===== src/rtl/stcam_pkg.sv =====
package stcam_pkg;
  // Strobes from the control module to the datapath
  typedef struct packed {
    logic lookupFire;    // a lookup is evaluated this cycle
    logic writeFire;     // a management write lands at this edge
    logic writeInstall;  // 1: install entry, 0: invalidate entry
  } stcam_strobe_t;
endpackage


===== src/rtl/stcam_ctrl.sv =====
module stcam_ctrl
  import stcam_pkg::*;
(
  input  logic          clk,
  input  logic          rstN,
  input  logic          lookupReq,
  input  logic          wrEn,
  input  logic          wrValid,
  output stcam_strobe_t strobes,
  output logic          rspValid
);

  always_comb begin
    strobes.lookupFire   = lookupReq;
    strobes.writeFire    = wrEn;
    strobes.writeInstall = wrValid;
  end

  // Response valid follows the request by exactly one cycle
  always_ff @(posedge clk) begin
    if (!rstN) rspValid <= 1'b0;
    else       rspValid <= lookupReq;
  end

  assert_latency_one_R2: assert property (@(posedge clk) disable iff (!rstN)
    lookupReq |=> rspValid);

  assert_no_spurious_valid_R2: assert property (@(posedge clk) disable iff (!rstN)
    !lookupReq |=> !rspValid);

endmodule


===== src/rtl/stcam_datapath.sv =====
module stcam_datapath
  import stcam_pkg::*;
#(
  parameter int NUM_ENTRIES = 16,  // power of two
  parameter int KEY_W       = 112,
  parameter int SLICE_W     = 8,
  parameter int RES_W       = 32,
  localparam int IDX_W      = $clog2(NUM_ENTRIES)
) (
  input  logic               clk,
  input  logic               rstN,
  input  stcam_strobe_t      strobes,
  input  logic               rspValid,
  input  logic [KEY_W-1:0]   lookupKey,
  input  logic [SLICE_W-1:0] lookupSlice,
  input  logic [IDX_W-1:0]   wrIndex,
  input  logic [KEY_W-1:0]   wrKey,
  input  logic [KEY_W-1:0]   wrMask,
  input  logic [SLICE_W-1:0] wrSlice,
  input  logic [RES_W-1:0]   wrResult,
  output logic               rspHit,
  output logic [IDX_W-1:0]   rspIndex,
  output logic [RES_W-1:0]   rspResult
);

  // Entry storage
  logic [NUM_ENTRIES-1:0] entryValid;
  logic [KEY_W-1:0]       entryKey    [NUM_ENTRIES];
  logic [KEY_W-1:0]       entryMask   [NUM_ENTRIES];
  logic [SLICE_W-1:0]     entrySlice  [NUM_ENTRIES];
  logic [RES_W-1:0]       entryResult [NUM_ENTRIES];

  logic [NUM_ENTRIES-1:0] matchVec;
  logic [NUM_ENTRIES-1:0] grantVec;
  logic [NUM_ENTRIES:0]   seenBelow;

  assign seenBelow[0] = 1'b0;

  genvar g;
  generate
    for (g = 0; g < NUM_ENTRIES; g++) begin : gEntry
      logic selThis;
      assign selThis = strobes.writeFire && (wrIndex == IDX_W'(g));

      always_ff @(posedge clk) begin
        if (!rstN)        entryValid[g] <= 1'b0;
        else if (selThis) entryValid[g] <= strobes.writeInstall;
      end

      always_ff @(posedge clk) begin
        if (selThis && strobes.writeInstall) begin
          entryKey[g]    <= wrKey;
          entryMask[g]   <= wrMask;
          entrySlice[g]  <= wrSlice;
          entryResult[g] <= wrResult;
        end
      end

      // Tenant id is compared unmasked; key bits only where mask is 1
      assign matchVec[g] = entryValid[g]
                        && (entrySlice[g] == lookupSlice)
                        && (((lookupKey ^ entryKey[g]) & entryMask[g]) == '0);

      // Lowest index wins
      assign seenBelow[g+1] = seenBelow[g] | matchVec[g];
      assign grantVec[g]    = matchVec[g] & ~seenBelow[g];
    end
  endgenerate

  logic             anyHit;
  logic [IDX_W-1:0] winIdx;
  logic [RES_W-1:0] winResult;

  always_comb begin
    anyHit    = |grantVec;
    winIdx    = '0;
    winResult = '0;
    for (int i = 0; i < NUM_ENTRIES; i++) begin
      if (grantVec[i]) begin
        winIdx    = winIdx | IDX_W'(i);
        winResult = winResult | entryResult[i];
      end
    end
  end

  always_ff @(posedge clk) begin
    if (!rstN) begin
      rspHit    <= 1'b0;
      rspIndex  <= '0;
      rspResult <= '0;
    end else if (strobes.lookupFire) begin
      rspHit    <= anyHit;
      rspIndex  <= winIdx;
      rspResult <= winResult;
    end
  end

  assert_single_grant_R5: assert property (@(posedge clk) disable iff (!rstN)
    $onehot0(grantVec));

  assert_miss_clears_R6: assert property (@(posedge clk) disable iff (!rstN)
    (rspValid && !rspHit) |-> (rspResult == '0 && rspIndex == '0));

  assert_hold_when_idle_R9: assert property (@(posedge clk) disable iff (!rstN)
    !strobes.lookupFire |=> ($stable(rspHit) && $stable(rspIndex) && $stable(rspResult)));

  assert_match_reports_hit_R3: assert property (@(posedge clk) disable iff (!rstN)
    (strobes.lookupFire && (matchVec != '0)) |=> rspHit);

endmodule


===== src/rtl/slice_tcam_lookup.sv =====
module slice_tcam_lookup
  import stcam_pkg::*;
#(
  parameter int NUM_ENTRIES = 16,
  parameter int KEY_W       = 112,
  parameter int SLICE_W     = 8,
  parameter int RES_W       = 32,
  localparam int IDX_W      = $clog2(NUM_ENTRIES)
) (
  input  logic               clk,
  input  logic               rstN,
  input  logic               lookupReq,
  input  logic [KEY_W-1:0]   lookupKey,
  input  logic [SLICE_W-1:0] lookupSlice,
  output logic               rspValid,
  output logic               rspHit,
  output logic [IDX_W-1:0]   rspIndex,
  output logic [RES_W-1:0]   rspResult,
  input  logic               wrEn,
  input  logic [IDX_W-1:0]   wrIndex,
  input  logic               wrValid,
  input  logic [KEY_W-1:0]   wrKey,
  input  logic [KEY_W-1:0]   wrMask,
  input  logic [SLICE_W-1:0] wrSlice,
  input  logic [RES_W-1:0]   wrResult
);

  stcam_strobe_t strobes;

  stcam_ctrl i_ctrl (
    .clk      (clk),
    .rstN     (rstN),
    .lookupReq(lookupReq),
    .wrEn     (wrEn),
    .wrValid  (wrValid),
    .strobes  (strobes),
    .rspValid (rspValid)
  );

  stcam_datapath #(
    .NUM_ENTRIES(NUM_ENTRIES),
    .KEY_W      (KEY_W),
    .SLICE_W    (SLICE_W),
    .RES_W      (RES_W)
  ) i_datapath (
    .clk        (clk),
    .rstN       (rstN),
    .strobes    (strobes),
    .rspValid   (rspValid),
    .lookupKey  (lookupKey),
    .lookupSlice(lookupSlice),
    .wrIndex    (wrIndex),
    .wrKey      (wrKey),
    .wrMask     (wrMask),
    .wrSlice    (wrSlice),
    .wrResult   (wrResult),
    .rspHit     (rspHit),
    .rspIndex   (rspIndex),
    .rspResult  (rspResult)
  );

endmodule


===== config.mk =====
export PLATFORM = sky130hd
export DESIGN_NAME = slice_tcam_lookup
export DESIGN_NICKNAME = d
export VERILOG_FILES = /design/src/rtl/stcam_pkg.sv /design/src/rtl/stcam_ctrl.sv /design/src/rtl/stcam_datapath.sv /design/src/rtl/slice_tcam_lookup.sv
export SDC_FILE = /design/constraint.sdc
export NUM_CORES = 2
export LEC_CHECK = 0
export ABC_CLOCK_PERIOD_IN_PS = 19300
export BUFFER_PORTS_ARGS = -buffer_cell sky130_fd_sc_hd__buf_4
export CORE_UTILIZATION = 35
export CTS_CLUSTER_SIZE = 25
export DETAILED_ROUTE_END_ITERATION = 8
export PLACE_DENSITY = 0.48
export SLEW_MARGIN = 10
export SYNTH_ARGS = -nofsm -noshare
export SYNTH_HDL_FRONTEND = slang
export SYNTH_MEMORY_MAX_BITS = 65536
export SYNTH_SLANG_ARGS = --single-unit
export TNS_END_PERCENT = 100

===== constraint.sdc =====
create_clock -name clk -period 19.3 [get_ports clk]
set_clock_uncertainty 0.15 [all_clocks]
set_input_delay 3.86 -clock clk [delete_from_list [all_inputs] [get_ports clk]]
set_output_delay 3.86 -clock clk [all_outputs]
set_load 0.05 [all_outputs]

Word level (Yosys, flattened, before mapping)
Memory sizes are Yosys's and may differ from the RTL's.
Cells that the tools add are included.
{ "op_classes": {"n_eq_ne": 31, "muxes": 243, "n_bitwise": 91, "n_reduce_logical": 142} }
{ "ops": {"columns": ["cell", "count"], "rows": [
  ["$mux W112", 30],
  ["$reduce_or A112 Y1", 30],
  ["$and A112 B112 Y112", 16],
  ["$logic_not A112 Y1", 16],
  ["$xor A112 B112 Y112", 16],
  ["$mux W32", 31],
  ["$or A32 B32 Y32", 15],
  ["$reduce_or A32 Y1", 15],
  ["$mux W4", 68],
  ["$eq A8 B8 Y1", 16],
  ["$mux W8", 15],
  ["$reduce_or A8 Y1", 15],
  ["$mux W1", 93],
  ["$logic_and A1 B1 Y1", 64],
  ["$eq A4 B4 Y1 const B", 8],
  ["$eq A4 B3 Y1 const B", 4],
  ["$reduce_or A16 Y1", 1],
  ["$and A1 B1 Y1", 15],
  ["$not A1 Y1", 15],
  ["$or A1 B1 Y1", 14],
  ["$mux W3", 4],
  ["$eq A4 B2 Y1 const B", 2],
  ["$eq A4 B1 Y1 const B", 1],
  ["$logic_not A4 Y1", 1],
  ["$mux W2", 2]
]} }
{ "word_totals": {"reg_bits": 54, "ram_bits": 4224, "in_bits": 393, "out_inout_bits": 38, "word_cells": 531, "memories": 4} }
{ "mem_list": {"columns": ["name", "words", "word_bits", "read_ports", "rd_clocked_by_memory_dff", "write_ports", "line_no", "source"], "rows": [
  ["i_datapath.entryKey", 16, 112, 16, 0, 1, "stcam_datapath.sv:28", "logic [KEY_W-1:0] entryKey [NUM_ENTRIES];"],
  ["i_datapath.entryMask", 16, 112, 16, 0, 1, "stcam_datapath.sv:29", "logic [KEY_W-1:0] entryMask [NUM_ENTRIES];"],
  ["i_datapath.entryResult", 16, 32, 16, 0, 1, "stcam_datapath.sv:31", "logic [RES_W-1:0] entryResult [NUM_ENTRIES];"],
  ["i_datapath.entrySlice", 16, 8, 16, 0, 1, "stcam_datapath.sv:30", "logic [SLICE_W-1:0] entrySlice [NUM_ENTRIES];"]
]} }

Depth between registers and ports, before layout
An unclocked memory read counts as a cell.
{ "logic_depth": {"ltp_word": 36, "depth_mapped": 16, "ltp_nobuf": 11} }

Cells and area by module
A second synthesis with hierarchy kept.
{ "unflattened": {"hier_cells": 8741, "area_unflattened_um2": 161057.0} }
{ "modules_own_cells": {"columns": ["module", "n_inst", "cells_per_inst", "area_per_inst_um2"], "rows": [
  ["stcam_datapath", 1, 8736, 161008.2],
  ["stcam_ctrl", 1, 5, 48.8]
]} }

Least setup slack after synthesis
Ideal clock, no wire load.
{ "synth_path": {"path_type": "input -> register", "start": "in wrIndex[0]", "end": "reg i_datapath.entryValid[4]", "setup_ns": 0.110, "arrival_ns": 16.335, "t_required_ns": 19.040, "slack_ns": 2.705, "cell_stages": 4, "cell_sequence": "or3b_2 -> clkbuf_1 -> nor2_1 -> o21a_1"} }
{ "synth_via": {"elab_chain_len": 2} }
{ "synth_lines": {"columns": ["element", "line_no", "source"], "rows": [
  ["from (decl)", "slice_tcam_lookup.sv:20", "input logic [IDX_W-1:0] wrIndex,"],
  ["$eq A4 B3 Y1", "stcam_datapath.sv:43", "assign selThis = strobes.writeFire && (wrIndex == IDX_W'(g));"],
  ["$logic_and A1 B1 Y1", "stcam_datapath.sv:43", null],
  ["to (signal, indexed assignment)", "stcam_datapath.sv:47", "else if (selThis) entryValid[g] <= strobes.writeInstall;"],
  ["to (decl)", "stcam_datapath.sv:27", "logic [NUM_ENTRIES-1:0] entryValid;"]
]} }
Every way passes these cells.
A chain may end at the register's enable or synchronous reset.

Final worst setup path
{ "layout_path": {"start": "in lookupKey[43]", "end": "reg i_datapath.rspHit"} }
{ "layout_via": {"elab_chain_len": 21} }
{ "layout_lines": {"columns": ["element", "line_no", "source"], "rows": [
  ["from (decl)", "slice_tcam_lookup.sv:13", "input logic [KEY_W-1:0] lookupKey,"],
  ["$xor A112 B112 Y112", "stcam_datapath.sv:62", "&& (((lookupKey ^ entryKey[g]) & entryMask[g]) == '0);"],
  ["$and A112 B112 Y112", "stcam_datapath.sv:62", null],
  ["$logic_not A112 Y1", "stcam_datapath.sv:62", null],
  ["$logic_and A1 B1 Y1", "stcam_datapath.sv:62", null],
  ["$or A1 B1 Y1 (14 in series)", "stcam_datapath.sv:65", "assign seenBelow[g+1] = seenBelow[g] | matchVec[g];"],
  ["$not A1 Y1", "stcam_datapath.sv:66", "assign grantVec[g] = matchVec[g] & ~seenBelow[g];"],
  ["$and A1 B1 Y1", "stcam_datapath.sv:66", null],
  ["$reduce_or A16 Y1 (*)", "stcam_datapath.sv:75", "anyHit = |grantVec;"],
  ["to (signal assigned)", "stcam_datapath.sv:92", "rspHit <= anyHit;"],
  ["to (decl)", "stcam_datapath.sv:21", "output logic rspHit,"]
]} }
Mark *: on every way between the ends. The rest lies on a longest branch, timed or not.

==> metrics.log <==
[metrics] area enclosed by the die boundary: 461000 um^2
[metrics] Max Fclk: 106 MHz
[metrics] cell depth of the worst min-delay path: 2
[metrics] type of destination of the critical path: flip-flop
[metrics] yosys synthesis warning count: 0
[metrics] Fin Setup TNS: 0 ps
[metrics] std cell rows: 248
[metrics] required time at the endpoint of the critical path: 20050 ps
[metrics] # IOs: 431
[metrics] global-route wire length before repair: 942 mm
[metrics] remaining max-slew budget at the tightest pin: -4.54%
[metrics] dominant cell type by area after synthesis: edfxtp_1
[metrics] start-to-end type of the worst setup path: primary input to flip-flop
[metrics] HP Class: flip-flop to flip-flop
[metrics] Hold Vio Cnt, Final: 0
[metrics] maximum number of pins on one net before global-route repair: 145
[metrics] Root Buffer: clkbuf_16
[metrics] data arrival at the endpoint of the critical path: 10220 ps
[metrics] source-to-sink clock delay at the later pin of the worst-skew pair: 1040 ps
[metrics] max_cap viols: 2
[metrics] crit path time final: 9470 ps
[metrics] share of synthesized area occupied by flip-flops and latches: 79.8%
[metrics] outcome: finished, violations left
[metrics] violated checks: max-capacitance violations, max-slew violations
[metrics] depth of the most critical reg-to-reg path: 13
[metrics] routed vias: 96.0k
[metrics] CTS tree: done
[metrics] synthesized area divided by synthesized cell count: 18.5 um^2
[metrics] Initial Utilization: 35.1%
[metrics] static leakage: 61.4 nW
[metrics] detailed placement HPWL: 468 mm
[metrics] area share of the leading cell type in the synthesized netlist: 79.1%
[metrics] power density over the cells: 108 nW/um^2
[metrics] asr flop ratio synth: 0%
[metrics] cell count after placement: 15.0k
[metrics] die span in y: 679 um
[metrics] largest fanout on the critical path: 32
[metrics] endpoint of the lowest-slack register-to-register path: i_datapath.rspHit
[metrics] clock-pin slew reported for the worst setup and hold paths after clock tree synthesis: 60 ps
[metrics] post-cts resize count: 0
[metrics] count of port buffers added during placement: 430
[metrics] worst setup slack for register-to-register paths: 12760 ps
[metrics] quantity of hold-fixing buffers added after cts: 0
[metrics] net count of the mapped netlist: 9079
[metrics] max-slew violation total from the final report: 70
[metrics] fin nets: 9816
[metrics] combined area of all synthesized cells: 160000 um^2
[metrics] deepest clock path buffer count: 4
[metrics] number of global-route vias before repair: 84.7k
[metrics] number of enable-type register cells in the synthesized netlist: 4224
[metrics] final non-filler cell total: 16.0k
[metrics] number of remaining DRC errors: 0
[metrics] most frequent cells in the layout: 4224 x edfxtp_1, 1896 x xor2_1, 835 x a22oi_1, 611 x buf_4, 450 x clkbuf_16
[metrics] most frequent standard cell in the layout excluding fill and tap cells: edfxtp_1
[metrics] filler cell count: 41.0k
[metrics] aggregate global routing overflow: 0
[metrics] total of flip-flops plus latches after synthesis: 4278
[metrics] Min-Delay Endpoint: i_datapath.rspResult[27]
[metrics] number of sinks on the clock net: 4278
[metrics] primary flip-flop cell chosen by synthesis mapping: edfxtp_1
[metrics] count of TritonRoute iterations in the first routing pass: 6
[metrics] dominant cells by area after synthesis: edfxtp_1 79%, xor2_1 10%, a22oi_1 3.9%
[metrics] Routed Antenna Nets: 0
[metrics] synth-to-layout area growth: 15.8%
[metrics] number of instances in the synthesized netlist: 8686
[metrics] share of layout cells above drive strength 1: 13.1%
[metrics] measured slew at the worst slew-check pin: 1570 ps
[metrics] Routed wire per std cell: 47.4 um
[metrics] Post-CTS Setup Bufs: 0
[metrics] detailed-route vias per instance: 6.02
[metrics] setup repair after global routing missed its margin: no
[metrics] number of distinct library cell variants in the gate-level netlist after synthesis: 56
[metrics] number of CTS-inserted buffers: 446
[metrics] Routability Congestion: 0.974
[metrics] Critical R2R Launch: i_datapath.entryKey[0][68]
[metrics] number of antenna violations at the first check in global routing: 221
[metrics] WL final: 757 mm
[metrics] final number of setup-violating endpoints: 0
[metrics] initial DRC count: 19.9k
[metrics] final clock period utilization by the worst path: 49.1%
[metrics] count of H-tree levels built during CTS: 5
[metrics] Placeable Area: 456000 um^2
[metrics] critical path launch point type: primary input
[metrics] total routing resource utilization after global routing: 32.0%
[metrics] Horiz. Die Dim: 679 um
[metrics] min-delay src: i_datapath.entryResult[1][219]
[metrics] peak supply drop: 0.0842 mV
## per-stage QoR
stage | utilization [%] | power (mW) | area (um^2) | setup WS [ps] | hold slack, ps
floorplan | - | 10.9 | 160000 | 2710 | 339
global placement | 37.5 | 11.8 | 171000 | 8220 | 376
detailed placement | 37.6 | 11.8 | 171000 | 9020 | 359
CTS | 40.6 | 20.0 | 185000 | 10100 | 374
global route | 40.6 | 20.4 | 185000 | 10060 | 395
finish | 40.7 | 20.1 | 186000 | 9830 | 368
## routing by layer
layer	global-route usage [%]	routed length, um	part of all wire [%]
met5	0	232	0.031
met4	17.9	49200	6.5
met3	7.37	94900	13
met2	48.5	333000	44
met1	42.6	279000	37
## critical path, cell delays in order
cell      delay (ps)
buf_4            550
xor2_1           150
a22oi_1          740
nand4_1          530
nor4_1           840
nand4_1          950
nand4_1          670
nor4b_2          100
buf_4            320
nand2b_1         250
or3b_1           410
or3b_1           420
o31a_1           290
## area by class of cell
cell class	count	area, um^2	area share, %
tap	6000	7510	4.04
multi-input combinational	3934	30600	16.5
sequential	4278	128000	68.9
timing repair buffer	620	4760	2.56
clock buffer	564	11800	6.34
clock inverter	257	2090	1.12
antenna	156	390	0.210
inverter	143	537	0.289
## power by group
part,leakage (nW),internal [mW],switching (mW),total [mW]
logic,16.1,0.234,1.08,1.31
registers,38.5,10.3,0.0369,10.4
clock network,6.80,4.64,3.75,8.38
## worst max path at each step
stage,from,endpoint,depth (start not counted)
finish,lookupKey[43],i_datapath.rspHit,13
global route,lookupSlice[7],i_datapath.rspHit,13
CTS,lookupKey[47],i_datapath.rspHit,14
detailed placement,lookupKey[47],i_datapath.rspHit,14
global placement,lookupSlice[6],i_datapath.rspHit,14
floorplan,wrIndex[0],i_datapath.entryValid[4],4
## flip-flops by register name, summed over array words and instances (netlist names)
| register | count |
|---|---|
| i_ctrl.rspValid | 1 |
| i_datapath.entryKey | 1792 |
| i_datapath.entryMask | 1792 |
| i_datapath.entryResult | 512 |
| i_datapath.entrySlice | 128 |
| i_datapath.entryValid | 16 |
| i_datapath.rspHit | 1 |
| i_datapath.rspIndex | 4 |
| i_datapath.rspResult | 32 |
## kinds of logic after synthesis
family / after synthesis / synth area share [%]
multiplexers: 34 / 0.212
buffers and inverters: 474 / 1.28
AND/OR/NAND/NOR: 695 / 2.32
flip-flops: 4278 / 79.8
XOR/XNOR: 1920 / 10.5
AO/OA/AOI/OAI: 1285 / 5.87
## synthesized netlist by cell type, types with 3 or more instances
| cell | instances |
|---|---|
| a211oi_1 | 43 |
| inv_1 | 143 |
| nand3_1 | 64 |
| o21ai_0 | 101 |
| o221ai_1 | 29 |
| or2_2 | 4 |
| a221o_1 | 32 |
| a22oi_1 | 836 |
| edfxtp_1 | 4224 |
| xor2_1 | 1896 |
| nor3_1 | 28 |
| nor3b_1 | 33 |
| and2_1 | 3 |
| or3b_2 | 3 |
| nand2b_1 | 7 |
| dfxtp_1 | 54 |
| mux2i_1 | 34 |
| a222oi_1 | 16 |
| or4_1 | 7 |
| a31oi_1 | 60 |
| o21a_1 | 25 |
| nand2_1 | 135 |
| o31a_1 | 3 |
| a21oi_1 | 66 |
| xnor2_1 | 24 |
| nand3b_1 | 5 |
| buf_2 | 206 |
| nand4_1 | 230 |
| a22o_1 | 45 |
| clkbuf_1 | 121 |
| nor4_1 | 57 |
| a221oi_1 | 14 |
| nor2_1 | 105 |
Power figures use the tool's default switching activity.
